**config.mk**
```make
export PLATFORM = sky130hd
export DESIGN_NAME = lpm_seq
export DESIGN_NICKNAME = d
export VERILOG_FILES = /design/src/rtl/lpm_pkg.sv /design/src/rtl/lpm_step_cnt.sv /design/src/rtl/lpm_wake_latch.sv /design/src/rtl/lpm_seq.sv
export SDC_FILE = /design/constraint.sdc
export NUM_CORES = 1
export LEC_CHECK = 0
export BUFFER_PORTS_ARGS = -buffer_cell sky130_fd_sc_hd__buf_4
export CAP_MARGIN = 10
export CORE_ASPECT_RATIO = 1.4
export CORE_MARGIN = 2
export CORE_UTILIZATION = 25
export CTS_CLUSTER_DIAMETER = 200
export DETAILED_ROUTE_END_ITERATION = 8
export SLEW_MARGIN = 20
export SYNTH_ARGS = -nofsm -noshare
export SYNTH_HDL_FRONTEND = slang
export SYNTH_SLANG_ARGS = --single-unit
```
**constraint.sdc**
```tcl
create_clock -name clk -period 4.15 [get_ports clk]
set_clock_uncertainty 0.1 [all_clocks]
set_input_delay 0.83 -clock clk [delete_from_list [all_inputs] [get_ports clk]]
set_output_delay 0.83 -clock clk [all_outputs]
set_load 0.05 [all_outputs]
```
**src/rtl/lpm_pkg.sv**
```systemverilog
package lpm_pkg;

    typedef enum logic [1:0] {
        MODE_STBY = 2'b00,
        MODE_RET  = 2'b01,
        MODE_SPD  = 2'b10,
        MODE_COL  = 2'b11
    } lpm_mode_e;

    typedef enum logic [3:0] {
        ST_IDLE,
        ST_GATE,
        ST_PWR_OFF,
        ST_COORD_REQ,
        ST_SLEEP,
        ST_COORD_REL,
        ST_PWR_ON,
        ST_RST_HOLD,
        ST_CACHE_WAIT
    } lpm_state_e;

    typedef struct packed {
        lpm_state_e state;
        lpm_mode_e  mode;
        logic       err;
    } lpm_regs_t;

endpackage

```
**src/rtl/lpm_step_cnt.sv**
```systemverilog
module lpm_step_cnt #(
    parameter int W = 8
) (
    input  logic         clk,
    input  logic         rst_n,
    input  logic         clr_i,
    output logic [W-1:0] cnt_o
);
    logic [W-1:0] cnt_d, cnt_q;

    always_comb begin
        if (clr_i)
            cnt_d = '0;
        else if (cnt_q == {W{1'b1}})
            cnt_d = cnt_q;
        else
            cnt_d = cnt_q + W'(1);
    end

    always_ff @(posedge clk or negedge rst_n) begin
        if (!rst_n) cnt_q <= '0;
        else        cnt_q <= cnt_d;
    end

    assign cnt_o = cnt_q;
endmodule

```
**src/rtl/lpm_wake_latch.sv**
```systemverilog
module lpm_wake_latch (
    input  logic clk,
    input  logic rst_n,
    input  logic set_i,
    input  logic clr_i,
    output logic pend_o
);
    logic pend_d, pend_q;

    always_comb begin
        pend_d = pend_q;
        if (clr_i)      pend_d = 1'b0;
        else if (set_i) pend_d = 1'b1;
    end

    always_ff @(posedge clk or negedge rst_n) begin
        if (!rst_n) pend_q <= 1'b0;
        else        pend_q <= pend_d;
    end

    assign pend_o = pend_q;
endmodule

```
**src/rtl/lpm_seq.sv**
```systemverilog
module lpm_seq
    import lpm_pkg::*;
#(
    parameter int TMO_CYC      = 256,
    parameter int RST_HOLD_CYC = 16
) (
    input  logic       clk,
    input  logic       rst_n,
    input  logic       wfi_i,
    input  logic [1:0] mode_i,
    input  logic       wake_irq_i,
    input  logic       pwr_good_i,
    input  logic       coord_ack_i,
    input  logic       cache_ready_i,
    output logic       clk_gate_o,
    output logic       ret_vreq_o,
    output logic       pwr_en_o,
    output logic       core_rst_o,
    output logic       coord_req_o,
    output logic       timeout_err_o
);
    localparam int CNT_MAX = (TMO_CYC > RST_HOLD_CYC) ? TMO_CYC : RST_HOLD_CYC;
    localparam int CNT_W   = $clog2(CNT_MAX + 1);

    lpm_regs_t r_d, r_q;

    logic [CNT_W-1:0] cnt;
    logic             wake_pend;
    logic             tmo_hit, hold_done, is_pwr, woke;
    logic             wait_ok, in_wait, in_entry;

    lpm_step_cnt #(.W(CNT_W)) cnt_i (
        .clk   (clk),
        .rst_n (rst_n),
        .clr_i (r_d.state != r_q.state),
        .cnt_o (cnt)
    );

    assign in_entry = (r_q.state == ST_GATE) || (r_q.state == ST_PWR_OFF) ||
                      (r_q.state == ST_COORD_REQ);

    lpm_wake_latch wake_i (
        .clk    (clk),
        .rst_n  (rst_n),
        .set_i  (wake_irq_i && in_entry),
        .clr_i  (r_q.state == ST_SLEEP),
        .pend_o (wake_pend)
    );

    assign tmo_hit   = (cnt == CNT_W'(TMO_CYC - 1));
    assign hold_done = (cnt == CNT_W'(RST_HOLD_CYC - 1));
    assign is_pwr    = r_q.mode[1];
    assign woke      = wake_irq_i || wake_pend;

    // Handshake condition awaited in each bounded wait state
    always_comb begin
        in_wait = 1'b1;
        wait_ok = 1'b0;
        case (r_q.state)
            ST_PWR_OFF:    wait_ok = !pwr_good_i;
            ST_COORD_REQ:  wait_ok = coord_ack_i;
            ST_COORD_REL:  wait_ok = !coord_ack_i;
            ST_PWR_ON:     wait_ok = pwr_good_i;
            ST_CACHE_WAIT: wait_ok = cache_ready_i;
            default:       in_wait = 1'b0;
        endcase
    end

    always_comb begin
        r_d = r_q;
        if (in_wait && tmo_hit && !wait_ok)
            r_d.err = 1'b1;
        case (r_q.state)
            ST_IDLE: begin
                if (wfi_i) begin
                    r_d.mode  = lpm_mode_e'(mode_i);
                    r_d.state = ST_GATE;
                end
            end
            ST_GATE:
                r_d.state = is_pwr ? ST_PWR_OFF : ST_SLEEP;
            ST_PWR_OFF:
                if (wait_ok || tmo_hit)
                    r_d.state = (r_q.mode == MODE_COL) ? ST_COORD_REQ : ST_SLEEP;
            ST_COORD_REQ:
                if (wait_ok || tmo_hit) r_d.state = ST_SLEEP;
            ST_SLEEP:
                if (woke) begin
                    if (!is_pwr)                     r_d.state = ST_CACHE_WAIT;
                    else if (r_q.mode == MODE_COL)   r_d.state = ST_COORD_REL;
                    else                             r_d.state = ST_PWR_ON;
                end
            ST_COORD_REL:
                if (wait_ok || tmo_hit) r_d.state = ST_PWR_ON;
            ST_PWR_ON:
                if (wait_ok || tmo_hit) r_d.state = ST_RST_HOLD;
            ST_RST_HOLD:
                if (hold_done) r_d.state = ST_CACHE_WAIT;
            ST_CACHE_WAIT:
                if (wait_ok || tmo_hit) r_d.state = ST_IDLE;
            default:
                r_d.state = ST_IDLE;
        endcase
    end

    always_ff @(posedge clk or negedge rst_n) begin
        if (!rst_n) begin
            r_q.state <= ST_IDLE;
            r_q.mode  <= MODE_STBY;
            r_q.err   <= 1'b0;
        end else begin
            r_q <= r_d;
        end
    end

    // Output decode
    logic supply_off, rst_span;
    assign supply_off = is_pwr && ((r_q.state == ST_PWR_OFF) || (r_q.state == ST_COORD_REQ) ||
                                   (r_q.state == ST_SLEEP)   || (r_q.state == ST_COORD_REL));
    assign rst_span   = is_pwr && (supply_off || (r_q.state == ST_PWR_ON) ||
                                   (r_q.state == ST_RST_HOLD));

    assign clk_gate_o    = (r_q.state != ST_IDLE);
    assign ret_vreq_o    = (r_q.mode == MODE_RET) && (r_q.state == ST_SLEEP);
    assign pwr_en_o      = !supply_off;
    assign core_rst_o    = rst_span;
    assign coord_req_o   = (r_q.mode == MODE_COL) &&
                           ((r_q.state == ST_COORD_REQ) || (r_q.state == ST_SLEEP));
    assign timeout_err_o = r_q.err;

    AST_START_ON_WFI: assert property (@(posedge clk) disable iff (!rst_n)
        $rose(clk_gate_o) |-> $past(wfi_i));
    AST_UNPOWERED_GATED: assert property (@(posedge clk) disable iff (!rst_n)
        !pwr_en_o |-> (clk_gate_o && core_rst_o));
    AST_REQ_UNPOWERED: assert property (@(posedge clk) disable iff (!rst_n)
        coord_req_o |-> !pwr_en_o);
    AST_RELEASE_AFTER_CACHE: assert property (@(posedge clk) disable iff (!rst_n)
        $fell(clk_gate_o) |-> ($past(cache_ready_i) || timeout_err_o));
    AST_RELEASE_NO_RST: assert property (@(posedge clk) disable iff (!rst_n)
        $fell(clk_gate_o) |-> !core_rst_o);
    AST_ERR_STICKY: assert property (@(posedge clk) disable iff (!rst_n)
        timeout_err_o |=> timeout_err_o);
endmodule

```
Word-level counts from Yosys, hierarchy flattened --
Cells that the tools add are included. Widths: inputs -> output; s select.
Word-level totals: flip-flop bits (word level) 17, latch bits 0, memory bits (writable) 0, memory bits (read-only) 0, output and inout bits 6, word-level logic and storage cells 66, memories 0
Cells by class: add/subtract/negate cells 1, multipliers 0, divide/modulo/power cells 0, magnitude comparators 0, equality and inequality tests 15, shift-type cells 0, muxes and demuxes 19, bitwise gates (word level) 0, reduce and logical (&&, ||, !) cells 26
Operators with widths (count):
- $pmux 4 s9 | 1
- $mux 4 | 8
- $mux 9 | 2
- $eq 4x3->1 const B | 4
- $logic_or 1x1->1 | 10
- $add 9x1->9 const B | 1
- $eq 9x4->1 const B | 1
- $eq 9x8->1 const B | 1
- $eq 9x9->1 const B | 1
- $eq 4x2->1 const B | 2
- $logic_and 1x1->1 | 7
- $mux 3 | 2
- $mux 6 | 1
- $pmux 1 s5 | 1
- $reduce_or 5->1 | 1
- $eq 4x1->1 const B | 1
- $eq 4x4->1 const B | 1
- $logic_not 1->1 | 4
- $logic_not 4->1 | 1
- $ne 4x4->1 | 1
- $reduce_bool 4->1 | 1
- $mux 1 | 3
- $eq 2x1->1 const B | 1
- $eq 2x2->1 const B | 1
- 4 further kinds | 4

Depth between registers and ports, before layout --
word-level depth 8, mapped depth 9, gate-level depth less buffers 9

Cells and area by module --
From an unflattened synthesis, not the netlist that was laid out.
Second synthesis, totals: cell total of the unflattened synthesis 152, area total of the unflattened synthesis 1435.1 um^2
By module, submodules not included:
- lpm_seq | instances 1, cells each 108, area each 928.4 um^2, seq. area each 175.2 um^2
- lpm_step_cnt | instances 1, cells each 42, area each 471.7 um^2, seq. area each 225.2 um^2
- lpm_wake_latch | instances 1, cells each 2, area each 35.0 um^2, seq. area each 25.0 um^2

Least setup slack after synthesis --
OpenSTA, ideal clock, no wires.
path type register -> output, start register r_q[3] (netlist name), end output port ret_vreq_o, arrival 2548 ps, slack 672 ps, stages on the path, launching flop included 4, path buffers 1, cells stage by stage dfrtp_1 or2_2 clkbuf_1 nor4b_1
On the way: cells in the longest elaborated chain, start to end 2
RTL lines:
- start: declaration | line lpm_seq.sv:25 | lpm_regs_t r_d, r_q;
- start signal: assignment | line lpm_seq.sv:112 | r_q <= r_d;
- $eq 4x3->1 | line lpm_seq.sv:124 | assign ret_vreq_o = (r_q.mode == MODE_RET) && (r_q.state == ST_SLEEP);
- $logic_and 1x1->1 | line lpm_seq.sv:124
- end: declaration | line lpm_seq.sv:16 | output logic ret_vreq_o,
Every way passes these cells.

Final worst setup path --
start input port coord_ack_i, end register cnt_i.cnt_q[4], in the netlist cnt_i.cnt_o[4]
On the way: cells in the longest elaborated chain, start to end 7
RTL lines:
- start: declaration | line lpm_seq.sv:13 | input logic coord_ack_i,
- $logic_not 1->1 | line lpm_seq.sv:62 | ST_COORD_REL: wait_ok = !coord_ack_i;
- $pmux 1 s5 * | line lpm_seq.sv:59 | case (r_q.state)
- $logic_or 1x1->1 *
- $mux 4, on equally long branches
- $pmux 4 s9 * | line lpm_seq.sv:73 | case (r_q.state)
- $ne 4x4->1 * | line lpm_seq.sv:35 | .clr_i (r_d.state != r_q.state),
- $ne 2x1->1 (no line) / $mux 9 (equally long branches)
- end signal: assignment | line lpm_step_cnt.sv:22 | else cnt_q <= cnt_d;
- end: declaration | line lpm_step_cnt.sv:9 | logic [W-1:0] cnt_d, cnt_q;
Mark *: on every way between the ends. The rest lies on a longest branch, timed or not. A chain may end at the register's enable or synchronous reset.

==> results_tabular.tex <==
\begin{tabular}{lr}
\hline
Metric & Value \\
\hline
\multicolumn{2}{l}{\textbf{Logic synthesis}} \\
Distinct cell type count after synthesis & between 40 and 50 \\
Cell area after synthesis & roughly 1300 um2 \\
Cell count after synthesis & 151 \\
Flip-flop cell with the highest count after synthesis & sky130\_fd\_sc\_hd\_\_dfrtp\_1 \\
Number of synthesized flops with an enable pin & 0 \\
Avg Inst Size Synth & between 8 and 9 um2 \\
Yosys warning count & 0 \\
\#FFs+latches synth & 17 \\
Asr flop ratio synth & 100\% \\
Synthesized netlist net count & 163 \\
Sequential-to-total area share from yosys stat & about 32\% \\
\multicolumn{2}{l}{\textbf{Setup path}} \\
Largest incremental delay on the critical path & roughly 0.75 ns \\
Cell count of the worst reg-to-reg path & 9 \\
Startpoint of the worst-slack reg-to-reg timing path & cnt\_i.cnt\_o[0]\$\_DFFE\_PN0P\_ \\
Worst path cell trace & buf\_4 > or3b\_2 > a21oi\_1 > o21ai\_0 > a31oi\_1 > nor4\_1 \\
Setup slack, reg-to-reg & 1.38 ns \\
Setup crit start kind & input port \\
Worst-path maximum fanout & 9 \\
Critical path endpoint category & flip-flop \\
RR Endpoint & cnt\_i.cnt\_o[4]\$\_DFFE\_PN0P\_ \\
Critical path class & in -> reg \\
Signal arrival time at the worst endpoint & 2.78 ns \\
Data required time at the worst endpoint & between 4 and 5 ns \\
Slowest stage cell on the critical path & sky130\_fd\_sc\_hd\_\_a31oi\_1 \\
\multicolumn{2}{l}{\textbf{Floorplan}} \\
Die area & a little under 6000 um2 \\
I/O pin count & 15 \\
Std-Cell Rows & 31 \\
Starting utilization of the core area & between 20\% and 30\% \\
Chip height & 89.7 um \\
Horizontal die dimension & $\sim$65 um \\
Core region area & just over 5000 um2 \\
\multicolumn{2}{l}{\textbf{Clock network}} \\
CTS tree & done \\
Clock slew seen by the registers of the worst setup and hold paths & roughly 0.070 ns \\
Insertion delay to the later sink of the worst-skew pair & approximately 0.25 ns \\
Clock tree buffer depth & 2 \\
Resized cells post-CTS & 0 \\
CTS H-Tree Depth & 1 \\
Setup fix buffers added after clock tree synthesis & 0 \\
Buffer cell driving the clock tree root & sky130\_fd\_sc\_hd\_\_clkbuf\_8 \\
CTS hold repair buffers & 0 \\
Inserted Clock Buffers & 3 \\
\# clock sinks & 17 \\
\multicolumn{2}{l}{\textbf{Timing}} \\
Setup TNS after final layout & 0 ns \\
Setup-failing EPs final & 0 \\
Unrepaired setup endpoints after global routing & false \\
Fin crit share & 67.3\% \\
Final-report hold violation count & 0 \\
Slew headroom & about two fifths \\
Final count of pins violating max slew & 0 \\
Clock period minus worst slack & between 2 and 3 ns \\
Worst Slack Setup Final & around 1.4 ns \\
Actual transition at the worst max-transition pin & 0.893 ns \\
Achievable Freq & approximately 360 MHz \\
\multicolumn{2}{l}{\textbf{Global route}} \\
Global route overflow & 0 \\
Wire length of the first global-routing pass & 5230 um \\
Largest net degree at the start of global routing & 20 \\
Global routing usage summed across all routing layers & 11.4\% \\
Vias in the first global route & between 1000 and 1500 \\
Number of antenna violations at the first check in global routing & 0 \\
\multicolumn{2}{l}{\textbf{Power}} \\
Standby leakage power & 0.000602 uW \\
Cell internal power dissipation & 522 uW \\
Worst ir drop on vdd & between 0.15 and 0.2 mV \\
Combinational group share of total power & between 60\% and 70\% \\
Sw Pwr & between 500 and 600 uW \\
Power density cells & 702 nW/um2 \\
Sw Ratio & 51.3\% \\
Clk pwr share & around 11\% \\
Sequential group share of total power & between 20\% and 30\% \\
\multicolumn{2}{l}{\textbf{Final layout}} \\
Top library cells by usage in the layout, fill and taps aside & sky130\_fd\_sc\_hd\_\_dfrtp\_1, sky130\_fd\_sc\_hd\_\_buf\_4, sky130\_fd\_sc\_hd\_\_nor4\_1 \\
ANT cells & 0 \\
Leading cell type in the layout, fill and taps excluded & sky130\_fd\_sc\_hd\_\_dfrtp\_1 \\
Final design area excluding fillers & around 1500 um2 \\
Util after Layout & $\sim$30\% \\
Fraction of final layout cells with drive strength greater than 1 & 17.9\% \\
Final \#Nets & around 180 \\
Post-synthesis to final-layout area growth & 16.2\% \\
Final instance count without filler cells & between 200 and 250 \\
\multicolumn{2}{l}{\textbf{Placement}} \\
Placed wire-length estimate & roughly 2300 um \\
Number of cells in the design after placement & approximately 220 \\
Number of buffer cells added on primary ports & 14 \\
Placement-stage cell area & 1480 um2 \\
Place WS & between 1 and 1.5 ns \\
Final weighted congestion in routability-driven placement & between 0.8 and 0.9 \\
\multicolumn{2}{l}{\textbf{Job}} \\
MaxCap Viol Count & 0 \\
\multicolumn{2}{l}{\textbf{Detailed routing}} \\
Routed length per placed instance & about 14 um \\
Detailed router's first-iteration violation count & roughly 120 \\
Post-route DRC violation count & 0 \\
Post-detailed-route count of antenna-violating nets & 0 \\
Total via count after detailed routing & $\sim$1200 \\
Avg Vias per Cell & approximately 5.3 \\
Total routed wirelength & slightly above 3000 um \\
Number of search-and-repair iterations in the first detailed-routing pass & 4 \\
\multicolumn{2}{l}{\textbf{Hold path}} \\
Worst min-delay path class & in -> async \\
\multicolumn{2}{l}{\textbf{Outcome}} \\
Run status & complete, no violations \\
\hline
\end{tabular}
[cell type report]
type | count | area (um2)
fill | 555 | 3590
clock buffer | 3 | 41.3
multi-input combinational | 118 | 825
timing repair buffer | 16 | 120
clock inverter | 1 | 5.00
inverter | 7 | 26.3
tap | 66 | 82.6
sequential | 17 | 425
[Yosys cell counts (3+ instances only)]
cell type	instances	share of area, %
sky130_fd_sc_hd__nor2b_1	3	1.4
sky130_fd_sc_hd__nor4_1	12	5.7
sky130_fd_sc_hd__nand2b_1	6	2.9
sky130_fd_sc_hd__inv_1	7	2.0
sky130_fd_sc_hd__o21ai_0	7	2.7
sky130_fd_sc_hd__ha_1	3	2.9
sky130_fd_sc_hd__dfrtp_1	17	32
sky130_fd_sc_hd__nor3_1	3	1.1
sky130_fd_sc_hd__nor2_1	11	3.1
sky130_fd_sc_hd__xor2_1	4	2.7
sky130_fd_sc_hd__xnor2_1	4	2.7
sky130_fd_sc_hd__a211oi_1	4	2.3
sky130_fd_sc_hd__mux2i_1	3	2.3
sky130_fd_sc_hd__clkbuf_1	7	2.0
sky130_fd_sc_hd__nand2_1	7	2.0
sky130_fd_sc_hd__a21oi_1	10	3.8
sky130_fd_sc_hd__o31ai_1	3	1.7
[state kept, by name, indices dropped and copies added (netlist names)]
register and cells:
cnt_i.cnt_o 9, timeout_err_o 1, r_q 5, is_pwr 1, wake_i.pend_o 1
[metal layers]
metal  vias up  share of wire [%]  GRT usage, %
met5         -                  0             0
met3         9                3.4          2.00
met2        24                 50          19.0
met1       587                 43          13.2
met4         0                3.8          6.77
li1        598                  -             -
[metrics by stage]
step | total power (uW) | hold WS (ns)
final | 1070 | 0.324
after global routing | 1160 | 0.329
after CTS | 1080 | 0.329
after detailed placement | 951 | 0.411
after global placement | 953 | 0.392
after floorplan | 784 | 0.434
[logic make-up (layout without fill, tap and decap cells)]
kind of cell               after synthesis  after routing  share of synthesized area [%]
AOI/OAI and AO/OA                       39             39                           21.4
xor gates and xnor gates                 8              8                           5.34
adders and majority gates                3              3                           2.86
buffers and inverters                   16             27                           4.77
DFF                                     17             17                           32.4
muxes                                    5              5                           4.00
and+or+nand+nor                         63             63                           29.2
[worst max path at each step]
| stage | start | end | slack (ns) | depth (start not counted) |
|---|---|---|---|---|
| final | coord_ack_i | cnt_i.cnt_o[4]$_DFFE_PN0P_ | 1.36 | 6 |
| after CTS | r_q[3]$_DFF_PN0_ | ret_vreq_o | 1.34 | 3 |
| after global routing | cnt_i.cnt_o[0]$_DFFE_PN0P_ | cnt_i.cnt_o[4]$_DFFE_PN0P_ | 1.15 | 9 |
| after detailed placement | coord_ack_i | cnt_i.cnt_o[4]$_DFFE_PN0P_ | 1.10 | 6 |
| after global placement | coord_ack_i | cnt_i.cnt_o[6]$_DFFE_PN0P_ | 1.15 | 6 |
| after floorplan | r_q[3]$_DFF_PN0_ | ret_vreq_o | 0.67 | 3 |
[power groups by stage]
stage               sequential (uW)  clock [uW]  combinational, uW
finish                          294         123                655
global route                    306         139                710
CTS                             293         129                656
detailed placement              296           0                656
global placement                298           0                656
floorplan                       233           0                552
[critical path, delay by kind of cell]
family	cells	cell delay, ns
simple gates	2	0.57
compound gates	3	1.27
buf+inv	1	0.12
Note: power is estimated with default switching activity, not from simulation.
